### config.mk
export PLATFORM = sky130hd
export DESIGN_NAME = keyed_wdt
export DESIGN_NICKNAME = d
export VERILOG_FILES = /design/src/rtl/kwdt_pkg.sv /design/src/rtl/kwdt_prescaler.sv /design/src/rtl/kwdt_counter.sv /design/src/rtl/kwdt_regs.sv /design/src/rtl/keyed_wdt.sv
export SDC_FILE = /design/constraint.sdc
export NUM_CORES = 1
export LEC_CHECK = 0
export BUFFER_PORTS_ARGS = -buffer_cell sky130_fd_sc_hd__clkbuf_2
export CORE_MARGIN = 1.5
export CORE_UTILIZATION = 45
export DETAILED_ROUTE_END_ITERATION = 7
export GPL_TIMING_DRIVEN = 0
export SLEW_MARGIN = 0
export SYNTH_ARGS = -nofsm -noshare
export SYNTH_HDL_FRONTEND = slang
export SYNTH_SLANG_ARGS = --single-unit
### constraint.sdc
create_clock -name clk -period 3.25 [get_ports clk]
set_clock_uncertainty 0.15 [all_clocks]
set_input_delay 0.1625 -clock clk [delete_from_list [all_inputs] [get_ports clk]]
set_output_delay 0.1625 -clock clk [all_outputs]
set_load 0.05 [all_outputs]
### src/rtl/kwdt_pkg.sv
package kwdt_pkg;

    typedef enum logic [0:0] {
        LAYOUT_OPEN  = 1'b0,
        LAYOUT_KEYED = 1'b1
    } layout_e;

    localparam int unsigned ADDR_W   = 8;
    localparam int unsigned CODE_W   = 4;
    localparam int unsigned RELOAD_W = 6;
    localparam int unsigned KEY_W    = 12;
    localparam logic [KEY_W-1:0] RESTART_KEY = 12'hA57;

    typedef enum logic [2:0] {
        SEL_NONE,
        SEL_CTRL,
        SEL_MODE,
        SEL_CFG,
        SEL_IRQ_EN,
        SEL_IRQ_STA
    } reg_sel_e;

    typedef struct packed {
        logic                valid;
        logic [RELOAD_W-1:0] ticks;
    } interval_t;

    typedef struct packed {
        logic              req;
        logic [CODE_W-1:0] code;
    } reload_t;

    function automatic interval_t decode_interval(input logic [CODE_W-1:0] code);
        interval_t r;
        r.valid = 1'b1;
        case (code)
            4'd0:    r.ticks = 6'd1;
            4'd1:    r.ticks = 6'd2;
            4'd2:    r.ticks = 6'd4;
            4'd3:    r.ticks = 6'd6;
            4'd4:    r.ticks = 6'd8;
            4'd5:    r.ticks = 6'd10;
            4'd6:    r.ticks = 6'd12;
            4'd7:    r.ticks = 6'd16;
            4'd8:    r.ticks = 6'd20;
            4'd9:    r.ticks = 6'd24;
            4'd10:   r.ticks = 6'd28;
            4'd11:   r.ticks = 6'd32;
            default: begin
                r.valid = 1'b0;
                r.ticks = '0;
            end
        endcase
        return r;
    endfunction

    function automatic reg_sel_e decode_addr(input layout_e lay, input logic [ADDR_W-1:0] a);
        reg_sel_e s;
        s = SEL_NONE;
        if (lay == LAYOUT_KEYED) begin
            case (a)
                8'h00:   s = SEL_IRQ_EN;
                8'h04:   s = SEL_IRQ_STA;
                8'h10:   s = SEL_CTRL;
                8'h14:   s = SEL_CFG;
                8'h18:   s = SEL_MODE;
                default: s = SEL_NONE;
            endcase
        end else begin
            case (a)
                8'h00:   s = SEL_CTRL;
                8'h04:   s = SEL_MODE;
                default: s = SEL_NONE;
            endcase
        end
        return s;
    endfunction

endpackage

### src/rtl/kwdt_prescaler.sv
module kwdt_prescaler #(
    parameter int unsigned DIV = 12_000_000
) (
    input  logic clk,
    input  logic rst,
    input  logic clr,
    output logic tick
);
    localparam int unsigned CNT_W = (DIV > 1) ? $clog2(DIV) : 1;
    localparam logic [CNT_W-1:0] LAST = CNT_W'(DIV - 1);

    logic [CNT_W-1:0] cnt_q;

    assign tick = (cnt_q == LAST);

    always_ff @(posedge clk) begin
        if (rst || clr) begin
            cnt_q <= '0;
        end else if (tick) begin
            cnt_q <= '0;
        end else begin
            cnt_q <= cnt_q + 1'b1;
        end
    end

    generate
        if (DIV > 1) begin : g_spacing
            // ticks are separated by the full divide period
            a_r2_tick_spacing: assert property (@(posedge clk) disable iff (rst)
                tick |=> !tick);
        end
    endgenerate

endmodule

### src/rtl/kwdt_counter.sv
module kwdt_counter
    import kwdt_pkg::*;
(
    input  logic    clk,
    input  logic    rst,
    input  logic    tick,
    input  reload_t reload,
    input  logic    wdog_en,
    input  logic    rst_en,
    output logic    rst_req,
    output logic    err
);
    interval_t           iv;
    logic [RELOAD_W-1:0] last_q;
    logic [RELOAD_W-1:0] cnt_q;
    logic [RELOAD_W-1:0] load_val;
    logic                run_q;
    logic                err_q;
    logic                pulse_q;

    always_comb begin
        iv       = decode_interval(reload.code);
        load_val = iv.valid ? iv.ticks : last_q;
    end

    always_ff @(posedge clk) begin
        if (rst) begin
            last_q  <= '0;
            cnt_q   <= '0;
            run_q   <= 1'b0;
            err_q   <= 1'b0;
            pulse_q <= 1'b0;
        end else begin
            pulse_q <= 1'b0;
            if (reload.req) begin
                cnt_q <= load_val;
                run_q <= (load_val != '0);
                if (iv.valid) begin
                    last_q <= iv.ticks;
                end else begin
                    err_q <= 1'b1;
                end
            end else if (run_q && tick) begin
                cnt_q <= cnt_q - 1'b1;
                if (cnt_q == RELOAD_W'(1)) begin
                    run_q   <= 1'b0;
                    pulse_q <= wdog_en && rst_en;
                end
            end
        end
    end

    assign rst_req = pulse_q;
    assign err     = err_q;

    // the request lasts one cycle
    a_r7_single_pulse: assert property (@(posedge clk) disable iff (rst)
        rst_req |=> !rst_req);

    // a request follows a cycle with reset-enable set
    a_r6_needs_rst_en: assert property (@(posedge clk) disable iff (rst)
        rst_req |-> $past(rst_en) && $past(wdog_en));

    // without a reload the count never grows
    a_r2_count_down_only: assert property (@(posedge clk) disable iff (rst)
        !reload.req |=> cnt_q <= $past(cnt_q));

    // the error flag is sticky
    a_r8_err_sticky: assert property (@(posedge clk) disable iff (rst)
        err_q |=> err_q);

endmodule

### src/rtl/kwdt_regs.sv
module kwdt_regs
    import kwdt_pkg::*;
#(
    parameter layout_e     LAYOUT = LAYOUT_KEYED,
    parameter int unsigned DATA_W = 32
) (
    input  logic              clk,
    input  logic              rst,
    input  logic              wr_en,
    input  logic [ADDR_W-1:0] addr,
    input  logic [DATA_W-1:0] wdata,
    input  logic              err,
    output logic [DATA_W-1:0] rdata,
    output reload_t           reload,
    output logic              wdog_en,
    output logic              rst_en
);
    localparam int unsigned INTV_LSB = (LAYOUT == LAYOUT_KEYED) ? 4 : 3;

    reg_sel_e          sel;
    logic [DATA_W-2:0] mode_q;
    logic [DATA_W-1:0] cfg_q;
    logic [DATA_W-1:0] irq_en_q;
    logic [DATA_W-1:0] irq_sta_q;
    logic              key_ok;
    logic              mode_wr;
    logic              ctrl_kick;
    logic              en_rise;

    generate
        if (LAYOUT == LAYOUT_KEYED) begin : g_keyed
            assign key_ok = (wdata[KEY_W:1] == RESTART_KEY);
            assign rst_en = cfg_q[0];
        end else begin : g_open
            assign key_ok = 1'b1;
            assign rst_en = mode_q[1];
        end
    endgenerate

    always_comb begin
        sel         = decode_addr(LAYOUT, addr);
        mode_wr     = wr_en && (sel == SEL_MODE);
        ctrl_kick   = wr_en && (sel == SEL_CTRL) && key_ok && wdata[0];
        en_rise     = mode_wr && wdata[0] && !mode_q[0];
        reload.req  = ctrl_kick || en_rise;
        reload.code = mode_wr ? wdata[INTV_LSB +: CODE_W] : mode_q[INTV_LSB +: CODE_W];
    end

    assign wdog_en = mode_q[0];

    always_ff @(posedge clk) begin
        if (rst) begin
            mode_q    <= '0;
            cfg_q     <= '0;
            irq_en_q  <= '0;
            irq_sta_q <= '0;
        end else if (wr_en) begin
            case (sel)
                SEL_MODE:    mode_q    <= wdata[DATA_W-2:0];
                SEL_CFG:     cfg_q     <= wdata;
                SEL_IRQ_EN:  irq_en_q  <= wdata;
                SEL_IRQ_STA: irq_sta_q <= wdata;
                default:     ;
            endcase
        end
    end

    always_comb begin
        case (sel)
            SEL_MODE:    rdata = {err, mode_q};
            SEL_CFG:     rdata = cfg_q;
            SEL_IRQ_EN:  rdata = irq_en_q;
            SEL_IRQ_STA: rdata = irq_sta_q;
            default:     rdata = '0;
        endcase
    end

    // control reads as zero
    a_r9_ctrl_reads_zero: assert property (@(posedge clk) disable iff (rst)
        (sel == SEL_CTRL) |-> (rdata == '0));

    // mode storage changes only through a mode write
    a_r11_mode_hold: assert property (@(posedge clk) disable iff (rst)
        !mode_wr |=> mode_q == $past(mode_q));

endmodule

### src/rtl/keyed_wdt.sv
module keyed_wdt
    import kwdt_pkg::*;
#(
    parameter layout_e     LAYOUT  = LAYOUT_KEYED,
    parameter int unsigned CLK_HZ  = 24_000_000,
    parameter int unsigned TICK_HZ = 2,
    parameter int unsigned DATA_W  = 32
) (
    input  logic              clk,
    input  logic              rst,
    input  logic              wr_en,
    input  logic [ADDR_W-1:0] addr,
    input  logic [DATA_W-1:0] wdata,
    output logic [DATA_W-1:0] rdata,
    output logic              rst_req
);
    localparam int unsigned DIV = (CLK_HZ / TICK_HZ > 0) ? CLK_HZ / TICK_HZ : 1;

    reload_t reload;
    logic    tick;
    logic    wdog_en;
    logic    rst_en;
    logic    err;

    kwdt_regs #(.LAYOUT(LAYOUT), .DATA_W(DATA_W)) regs_i (
        .clk     (clk),
        .rst     (rst),
        .wr_en   (wr_en),
        .addr    (addr),
        .wdata   (wdata),
        .err     (err),
        .rdata   (rdata),
        .reload  (reload),
        .wdog_en (wdog_en),
        .rst_en  (rst_en)
    );

    kwdt_prescaler #(.DIV(DIV)) presc_i (
        .clk  (clk),
        .rst  (rst),
        .clr  (reload.req),
        .tick (tick)
    );

    kwdt_counter cnt_i (
        .clk     (clk),
        .rst     (rst),
        .tick    (tick),
        .reload  (reload),
        .wdog_en (wdog_en),
        .rst_en  (rst_en),
        .rst_req (rst_req),
        .err     (err)
    );

endmodule

Word level (Yosys, flattened, before mapping)
Index checks and enable logic that the tools add are counted.
Storage, ports and cells
  word-level logic and storage cells: 74
  output and inout bits: 33
  flip-flop bits (word level): 166
  input port bits: 43
Operators by class
  mux-type cells: 11
  eq/ne operators: 23
  reduce and logical (&&, ||, !) cells: 25
  bitwise operators: 3
  add/sub/neg operators: 2
Operators with widths (count)
  32-bit case mux with 4 select lines: 1
  6-bit case mux with 12 select lines: 1
  24-bit by 1-bit adder with 24-bit output, second input constant: 1
  24-bit == test, second input constant: 1
  8-bit by 5-bit == test with 1-bit output, second input constant: 3
  6-bit 2-to-1 mux: 3
  4-bit by 3-bit == test with 1-bit output, second input constant: 4
  4-bit == test, second input constant: 4
  3-bit case mux with 5 select lines: 1
  12-bit == test, second input constant: 1
  2-bit AND reduction: 6
  12-bit OR reduction: 1
  4-bit by 2-bit == test with 1-bit output, second input constant: 2
  8-bit by 3-bit == test with 1-bit output, second input constant: 1
  1-bit logical AND: 8
  8-bit logical NOT: 1
  3-bit by 2-bit == test with 1-bit output, second input constant: 2
  3-bit == test, second input constant: 2
  6-bit by 1-bit == test with 1-bit output, second input constant: 1
  6-bit nonzero test: 1
  6-bit by 1-bit subtractor with 6-bit output, second input constant: 1
  4-bit by 1-bit == test with 1-bit output, second input constant: 1
  4-bit logical NOT: 1
  1-bit 2-to-1 mux: 4
  other kinds (8): 12

Logic depth before layout (Yosys ltp)
Gate-level depths: netlist of the first run.
  word-level depth: 11
  depth in mapped cells: 8
  mapped depth without buffers: 7

Hierarchy
Synthesis of the first run repeated with hierarchy kept, for this count alone.
Second synthesis, totals
  cell total of the unflattened synthesis: 912
  area total of the unflattened synthesis: 7288.2 µm²
By module, submodules not included
  kwdt_regs: area each 5367.6 µm², cells each 685, times used 1, sequential area each 2542.4 µm²
  kwdt_prescaler: area each 1114.8 µm², cells each 131, times used 1, sequential area each 480.5 µm²
  kwdt_counter: area each 805.8 µm², cells each 96, times used 1, sequential area each 300.3 µm²

Least setup slack after synthesis of the first run
No wires, ideal clock.
  path type: flip-flop to flip-flop
  start: register presc_i.cnt_q[0]
  end: register presc_i.cnt_q[22]
  data required time: 2985 ps
  slack: 1027 ps
  arrival time: 1958 ps
  cell stages (with the launch flop): 9
  setup time: 115 ps
  path buffers: 1
  clock period less this slack: 2223 ps
  path through: dfxtp_1 > ha_1 > inv_1 > or3_1 > clkbuf_1 > or3_1 > nor3_1 > xnor2_1 > nor2_1
On the way
  word-level cells in the longest chain between the ends: 2
  elaborated cells on any way between the ends: 3
  those cells by class: add/sub: 1; eq/ne: 1; reduce/logical: 1
RTL lines
  from (decl): line kwdt_prescaler.sv:12  | logic [CNT_W-1:0] cnt_q;
  from (signal assigned): line kwdt_prescaler.sv:22  | cnt_q <= cnt_q + 1'b1;
  branches (longest 2 deep; another with 24-bit by 1-bit adder with 24-bit output)
Several ways; the timed one is not identified.
A chain may end at the register's enable or synchronous reset.

Final worst setup path of the first run
  start: input addr[5]
  end: output rdata[11]
On the way
  word-level cells in the longest chain between the ends: 4
  elaborated cells on any way between the ends: 11
  those cells by class: eq/ne: 8; mux: 2; reduce/logical: 1
RTL lines
  from (decl): line keyed_wdt.sv:12  | input logic [ADDR_W-1:0] addr,
  8-bit by 5-bit == test with 1-bit output, or another cell as far along: line kwdt_pkg.sv:61  | case (a)
  3-bit case mux with 5 select lines *: line kwdt_pkg.sv:61
  3-bit == test or 3-bit by 2-bit == test with 1-bit output (tied branches): line kwdt_regs.sv:69  | case (sel)
  32-bit case mux with 4 select lines *: line kwdt_regs.sv:69
  to (decl): line keyed_wdt.sv:14  | output logic [DATA_W-1:0] rdata,
Every way passes the cells marked *; elsewhere a longest branch is shown, timed or not.

==> flow_metrics.py, run 1 <==
metrics = {
    "floorplanning": {
        "core_area_mm2": 0.0153,
        "placement_rows": 45,
        "ios": 76,
        "die_x_um": 129,
        "initial_core_util_pct": 46.6,
        "die_h_um": 129,
        "die-area_mm2": 0.0166,
    },
    "layout": {
        "syn_to_final_growth_pct": 21.5,
        "layout_commonest_cell": "nand2_1",
        "fin_area_mm2": 0.00866,
        "final_cell_mix": "nand2_1 (314), dfxtp_1 (166), a21oi_1 (132), clkbuf_2 (72), a22oi_1 (65)",
        "fin_util_pct": 56.6,
        "stdcell_count": 1280,
        "diodes": 0,
        "finalNetCount": 1102,
        "drive_above_1_share_pct": 11.2,
    },
    "drt": {
        "detail-route-antenna-nets": 0,
        "routedWlPerCell_um": 16.3,
        "drt_iter0_markers": 494,
        "drc": 0,
        "route.vias.total": 6784,
        "via_per_inst": 5.30,
        "dr.pass1.iters": 5,
        "wl_um": 20800,
    },
    "yosys": {
        "synth_warnings": 0,
        "synth_ff_type": "dfxtp_1",
        "async_flop_share_pct": 0,
        "synth_edf_count": 0,
        "postSynthAreaPerCell_um2": 7.62,
        "synth_cell_types": 55,
        "synth-seq-cells": 166,
        "synth.largest_area_cell": "dfxtp_1",
        "synth_area_mm2": 0.00713,
        "syn_nets": 982,
        "syn_inst": 936,
        "synth_area_leaders": "dfxtp_1 (47%), nand2_1 (17%), a21oi_1 (9.3%)",
        "seq_area_frac_synth_pct": 46.6,
        "synth_top_area_share_pct": 46.6,
    },
    "power": {
        "irDropWorstVdd_v": 0.000361,
        "power_density_mw_per_mm2": 499,
        "cellLeakagePower_nw": 3.11,
        "power_mw": 4.33,
    },
    "clocking": {
        "clkTransAtPathRegs_ns": 0.06,
        "htreeDepth": 4,
        "cts_buffers": 17,
        "cts.sinks": 166,
        "cts_buffer_depth": 2,
        "clock_tree.root_cell": "clkbuf_16",
        "cts_tree": "done",
        "clk_latency_ns": 0.43,
        "post_cts_resized": 0,
    },
    "worst_setup_path": {
        "crit_top_cell": "clkbuf_2",
        "cp_top_family": "simple AND/OR/NAND/NOR gates",
        "worstPathCellList": "clkbuf_2, nor4_2, nand3b_1, nor2_1, clkbuf_1, a22oi_1, nand2_1, clkbuf_2",
        "worstSetupEndpointType": "primary output",
        "critPathArrivalTime_ns": 2.73,
        "path_class": "input pin to primary output",
        "cpPeakStageDelay_ns": 0.55,
        "critPathBufInv": 3,
        "start_kind": "input pin",
        "required_ns": 2.94,
        "worstPathMaxFanout": 10,
        "crit_path_top_delay_cell": "nor4_2",
    },
    "timing": {
        "fin_crit_sh_pct": 93.7,
        "clock.fmax_ghz": 0.328,
        "setup_tns_ns": 0,
        "rsz0062_at_grt": "no",
        "hold_ws_ns": 0.0453,
        "worst_slew_pin_slew_ns": 0.736,
        "slew_viol_final": 0,
        "setup_violations": 0,
        "setup_slack_ns": 0.204,
        "slew_headroom_pct": 50.9,
        "hold_viol": 0,
        "min_period_ns": 3.05,
    },
    "placement": {
        "pre_cts_slack_ns": 0.243,
        "numPortBuffers": 72,
        "dp_cells": 1219,
        "dp.final_hpwl_um": 14300,
        "gp_congestion": 0.841,
        "placed_cell_area_mm2": 0.00776,
    },
    "global_routing": {
        "antenna_found_initial": 0,
        "gr-total-overflow": 0,
        "grt_usage_pct": 25.8,
        "grt_max_degree": 17,
        "grt_pass1_vias": 6317,
        "grt_pass1_wl_um": 33000,
    },
    "flow_run": {
        "maxCapViolations": 0,
    },
    "worst_hold_path": {
        "hold_path.class": "input pin to flop",
    },
    "run_status": {
        "status": "finished, final reports clean",
    },
}
## area by class of cell
class	instances	area (um^2)
sequential	166	3320
tap	211	264
timing repair buffer	101	651
multi-input combinational	692	3500
buffer	67	269
inverter	11	41.3
fill	1531	6650
clock inverter	11	146
clock buffer	21	470
## final timing paths
kind	slack, ns	startpoint	cells past startpoint	end
hold reg to reg	0.30	regs_i.cfg_q[20]$_SDFFE_PP0P_	2	regs_i.cfg_q[20]$_SDFFE_PP0P_
hold / removal	0.05	wdata[5]	3	regs_i.irq_sta_q[5]$_SDFFE_PP0P_
setup reg to reg	0.66	presc_i.cnt_q[0]$_SDFF_PP0_	8	cnt_i.cnt_q[5]$_SDFFE_PP0P_
setup / recovery	0.20	addr[5]	8	rdata[11]
## routing by layer
layer  vias up  track usage [%]  part of all wire, %
met4         0             6.28                  1.1
met3        16             5.03                  5.5
li1       3419                -                    -
met1      3167             34.3                   47
met2       182             43.0                   46
met5         -                0                    0
## worst register-to-register path: cells and delay by family, from the launching register on
| kind | cells | cell delay [ns] |
|---|---|---|
| xor gates and xnor gates | 1 | 0.19 |
| DFF | 1 | 0.39 |
| AOI/OAI and AO/OA | 1 | 0.10 |
| and+or+nand+nor | 3 | 1.15 |
| adders and majority gates | 1 | 0.26 |
| buffers and inverters | 2 | 0.24 |
## report_power, final
part / internal, mW / switching [mW]
Sequential: 2.04 / 0.00459
Combinational: 0.0624 / 0.109
Clock: 1.27 / 0.839
## kinds of logic (layout without fill, tap and decap cells)
kind of cell | Yosys count | after routing | synth area share [%]
AO/OA/AOI/OAI | 234 | 234 | 19.6
XOR/XNOR | 27 | 27 | 3.32
adder cells (fa/ha/maj) | 3 | 3 | 0.526
buffers and inverters | 78 | 211 | 4.35
flip-flops | 166 | 166 | 46.6
multiplexers | 3 | 3 | 0.421
AND/OR/NAND/NOR | 425 | 425 | 25.2
## registers in the layout, summed over array words and instances (netlist names)
| signal | flops |
|---|---|
| regs_i.irq_sta_q | 32 |
| regs_i.cfg_q | 32 |
| cnt_i.rst_req | 1 |
| presc_i.cnt_q | 24 |
| cnt_i.last_q | 6 |
| regs_i.mode_q | 31 |
| cnt_i.cnt_q | 6 |
| cnt_i.run_q | 1 |
| regs_i.irq_en_q | 32 |
| cnt_i.err | 1 |
## timing repair
item                                    4_1_cts  5_1_grt
endpoints found under the setup margin        0        0
setup buffers                                 0        0
hold endpoints to repair                    112        0
hold buffers                                 29        0
## Yosys cell counts (2+ instances only)
cell type and n:
a22o_1 2, dfxtp_1 166, nand4_1 2, a21oi_1 132
a22oi_1 65, o22ai_1 3, nor3_1 5, nor2_1 45
or4_1 5, or2_2 2, nand2_1 314, xor2_1 19
clkbuf_1 54, mux2i_1 3, nor4_1 4, a2111oi_0 2
or3_1 3, and3_1 4, o21ai_0 16, nand3_1 17
buf_4 2, a211oi_1 3, buf_1 3, ha_1 3
and2_1 4, buf_2 8, nand4b_1 3, nand3b_1 2
nor3b_1 2, xnor2_1 8, inv_1 11
(Power assumes the default switching activity.)
==> run 2: changes to the inputs <==
ABC_AREA = 1   (was not set)
BUFFER_PORTS_ARGS = -buffer_cell sky130_fd_sc_hd__buf_2   (was -buffer_cell sky130_fd_sc_hd__clkbuf_2)
==> run 2 against run 1 <==
Against the previous run: setup slack gained 0.63 ns; non-clock buffer count decreased by 7; final area up 1.3%; routed wire length fell by 3.7%; critical endpoint is now rdata[5].
==> flow_metrics.py, run 2 <==
metrics = {
    "run_status": {
        "status": "finished, final reports clean",
    },
    "drt": {
        "via_per_inst": 5.12,
        "drc": 0,
        "route.vias.total": 6676,
        "dr.pass1.iters": 5,
        "drt_iter0_markers": 517,
        "detail-route-antenna-nets": 0,
        "routedWlPerCell_um": 15.4,
        "wl_um": 20100,
    },
    "clocking": {
        "cts_buffers": 17,
        "cts_buffer_depth": 2,
        "clkTransAtPathRegs_ns": 0.07,
        "clock_tree.root_cell": "clkbuf_16",
        "cts.sinks": 166,
        "clk_latency_ns": 0.43,
        "htreeDepth": 4,
        "cts_tree": "done",
    },
    "timing": {
        "hold_viol": 0,
        "worst_slew_pin_slew_ns": 0.629,
        "clock.fmax_ghz": 0.414,
        "slew_viol_final": 0,
        "fin_crit_sh_pct": 74.3,
        "setup_tns_ns": 0,
        "slew_headroom_pct": 58.1,
        "rsz0062_at_grt": "no",
        "min_period_ns": 2.41,
        "setup_violations": 0,
        "hold_ws_ns": 0.0828,
    },
    "placement": {
        "dp.final_hpwl_um": 13900,
        "dp_cells": 1240,
        "placed_cell_area_mm2": 0.00789,
        "numPortBuffers": 75,
        "gp_congestion": 0.833,
    },
    "power": {
        "power_frac_comb_pct": 4.5,
        "p_sw_mw": 0.979,
        "cellLeakagePower_nw": 3.53,
        "power.internal_mw": 3.17,
        "pwr-share-seq_pct": 49.3,
        "p_clk_share_pct": 46.2,
        "irDropWorstVdd_v": 0.000368,
        "swShare_pct": 23.6,
        "power_density_mw_per_mm2": 473,
    },
    "layout": {
        "fin_area_mm2": 0.00878,
        "final_cell_mix": "dfxtp_1 (166), nor2_1 (155), o21ai_0 (129), inv_1 (106), buf_2 (89)",
        "stdcell_count": 1304,
        "fillers": 1563,
        "fin_util_pct": 55.5,
        "drive_above_1_share_pct": 15.5,
        "layout_commonest_cell": "dfxtp_1",
        "finalNetCount": 1122,
        "diodes": 0,
        "top_regs": "regs_i.cfg_q x32, regs_i.irq_en_q x32, regs_i.irq_sta_q x32",
        "syn_to_final_growth_pct": 21.1,
    },
    "floorplanning": {
        "core_area_mm2": 0.0158,
        "initial_core_util_pct": 45.8,
        "die_h_um": 130,
        "die-area_mm2": 0.0169,
        "placement_rows": 46,
        "ios": 76,
        "die_x_um": 130,
    },
    "flow_run": {
        "maxCapViolations": 0,
    },
    "yosys": {
        "syn_nets": 995,
        "yosysMostFrequentCell": "dfxtp_1",
        "synth.largest_area_cell": "dfxtp_1",
        "seq_area_frac_synth_pct": 45.9,
        "synth_top_area_share_pct": 45.9,
        "synth_ff_type": "dfxtp_1",
        "postSynthAreaPerCell_um2": 7.64,
        "synth_area_leaders": "dfxtp_1 (46%), o21ai_0 (8.9%), nor2_1 (8.0%)",
        "syn_inst": 949,
        "synth.cells.most_frequent": "dfxtp_1 (166), nor2_1 (155), o21ai_0 (129)",
        "synth-seq-cells": 166,
        "synth_edf_count": 0,
        "synth_cell_types": 39,
        "synth_warnings": 0,
        "synth_area_mm2": 0.00725,
        "async_flop_share_pct": 0,
    },
    "worst_setup_path": {
        "path_class": "input pin to primary output",
        "start_kind": "input pin",
        "worstPathMaxFanout": 10,
        "required_ns": 2.94,
        "worstSetupEndpointType": "primary output",
        "critPathArrivalTime_ns": 2.10,
    },
    "worst_hold_path": {
        "hold_path.class": "input pin to flop",
    },
    "global_routing": {
        "grt_pass1_vias": 6294,
        "grt_pass1_wl_um": 32500,
        "grt_usage_pct": 24.9,
        "grt_max_degree": 17,
        "antenna_found_initial": 0,
        "gr-total-overflow": 0,
    },
}
[run 2: cell types whose count changed in the layout (fill, tap and decap cells not counted), moves of 32 or more]
cell | before | now
a21oi_1 | 132 | 78
nor2_1 | 45 | 155
clkbuf_2 | 72 | 1
inv_1 | 11 | 106
a22oi_1 | 65 | 0
nand2_1 | 314 | 81
buf_2 | 8 | 89
o21ai_0 | 16 | 129
a221o_1 | 0 | 32
[run 2: timing repair]
action | CTS | global route
buffers inserted | 0 | 0
gates resized for setup | 0 | 0
setup endpoints to repair | 0 | 0
endpoints found under the hold margin | 130 | 0
hold buffers | 33 | 0
[run 2: routing by layer]
layer | wire length [um] | share of wire (%) | track usage [%]
met1 | 9960 | 50 | 34.9
met2 | 9080 | 45 | 39.6
met3 | 807 | 4.0 | 4.18
met4 | 226 | 1.1 | 7.19
met5 | 0 | 0 | 0
[run 2: per-stage QoR]
stage | total power, mW | worst slack (ns)
final | 4.15 | 0.836
after detailed placement | 2.25 | 0.861
after global routing | 4.29 | 0.724
after global placement | 2.25 | 0.844
after CTS | 4.18 | 0.855
after floorplan | 2.17 | 1.42
[run 2: power by group through the flow]
| stage | sequential [mW] | clock (mW) | combinational (mW) |
|---|---|---|---|
| floorplan | 2.09 | 0 | 0.0780 |
| global placement | 2.09 | 0 | 0.155 |
| detailed placement | 2.09 | 0 | 0.155 |
| CTS | 2.04 | 1.95 | 0.186 |
| global route | 2.04 | 2.03 | 0.210 |
| finish | 2.04 | 1.92 | 0.188 |
[run 2: cell families after synthesis]
logic type	Yosys count	synth area share, %
and+or+nand+nor	323	20.9
AOI/OAI and AO/OA	275	21.8
buffers and inverters	169	9.32
DFF	166	45.9
xor gates and xnor gates	13	1.57
adders and majority gates	3	0.518
[run 2: cell type report]
| class | count | area, um^2 | area share [%] |
|---|---|---|---|
| clock buffers | 17 | 425 | 4.85 |
| flip-flops and latches | 166 | 3320 | 37.9 |
| inverters | 116 | 435 | 4.96 |
| multi-input cells | 614 | 3250 | 37.0 |
| repair buffers | 108 | 706 | 8.04 |
| well taps | 216 | 270 | 3.08 |
| clock inverters | 14 | 130 | 1.48 |
| plain buffers | 53 | 240 | 2.74 |
[run 2: worst paths after layout]
| check | startpoint | end | slack (ns) | depth (start not counted) |
|---|---|---|---|---|
| setup / recovery | addr[0] | rdata[5] | 0.84 | 9 |
| hold / removal | wr_en | regs_i.mode_q[0]$_SDFFE_PP0N_ | 0.08 | 5 |
| setup reg to reg | presc_i.cnt_q[0]$_SDFF_PP0_ | cnt_i.cnt_q[4]$_SDFFE_PP0P_ | 1.15 | 11 |
| hold reg to reg | cnt_i.last_q[4]$_SDFFE_PP0N_ | cnt_i.last_q[4]$_SDFFE_PP0N_ | 0.30 | 2 |
[run 2: worst max-delay path, cell delays in order]
cell and delay (ns):
buf_2 0.10, inv_2 0.05, nand2_4 0.07, nor3_2 0.24, nand2_1 0.19, inv_1 0.23, clkbuf_1 0.48, a221o_1 0.29
buf_2 0.28
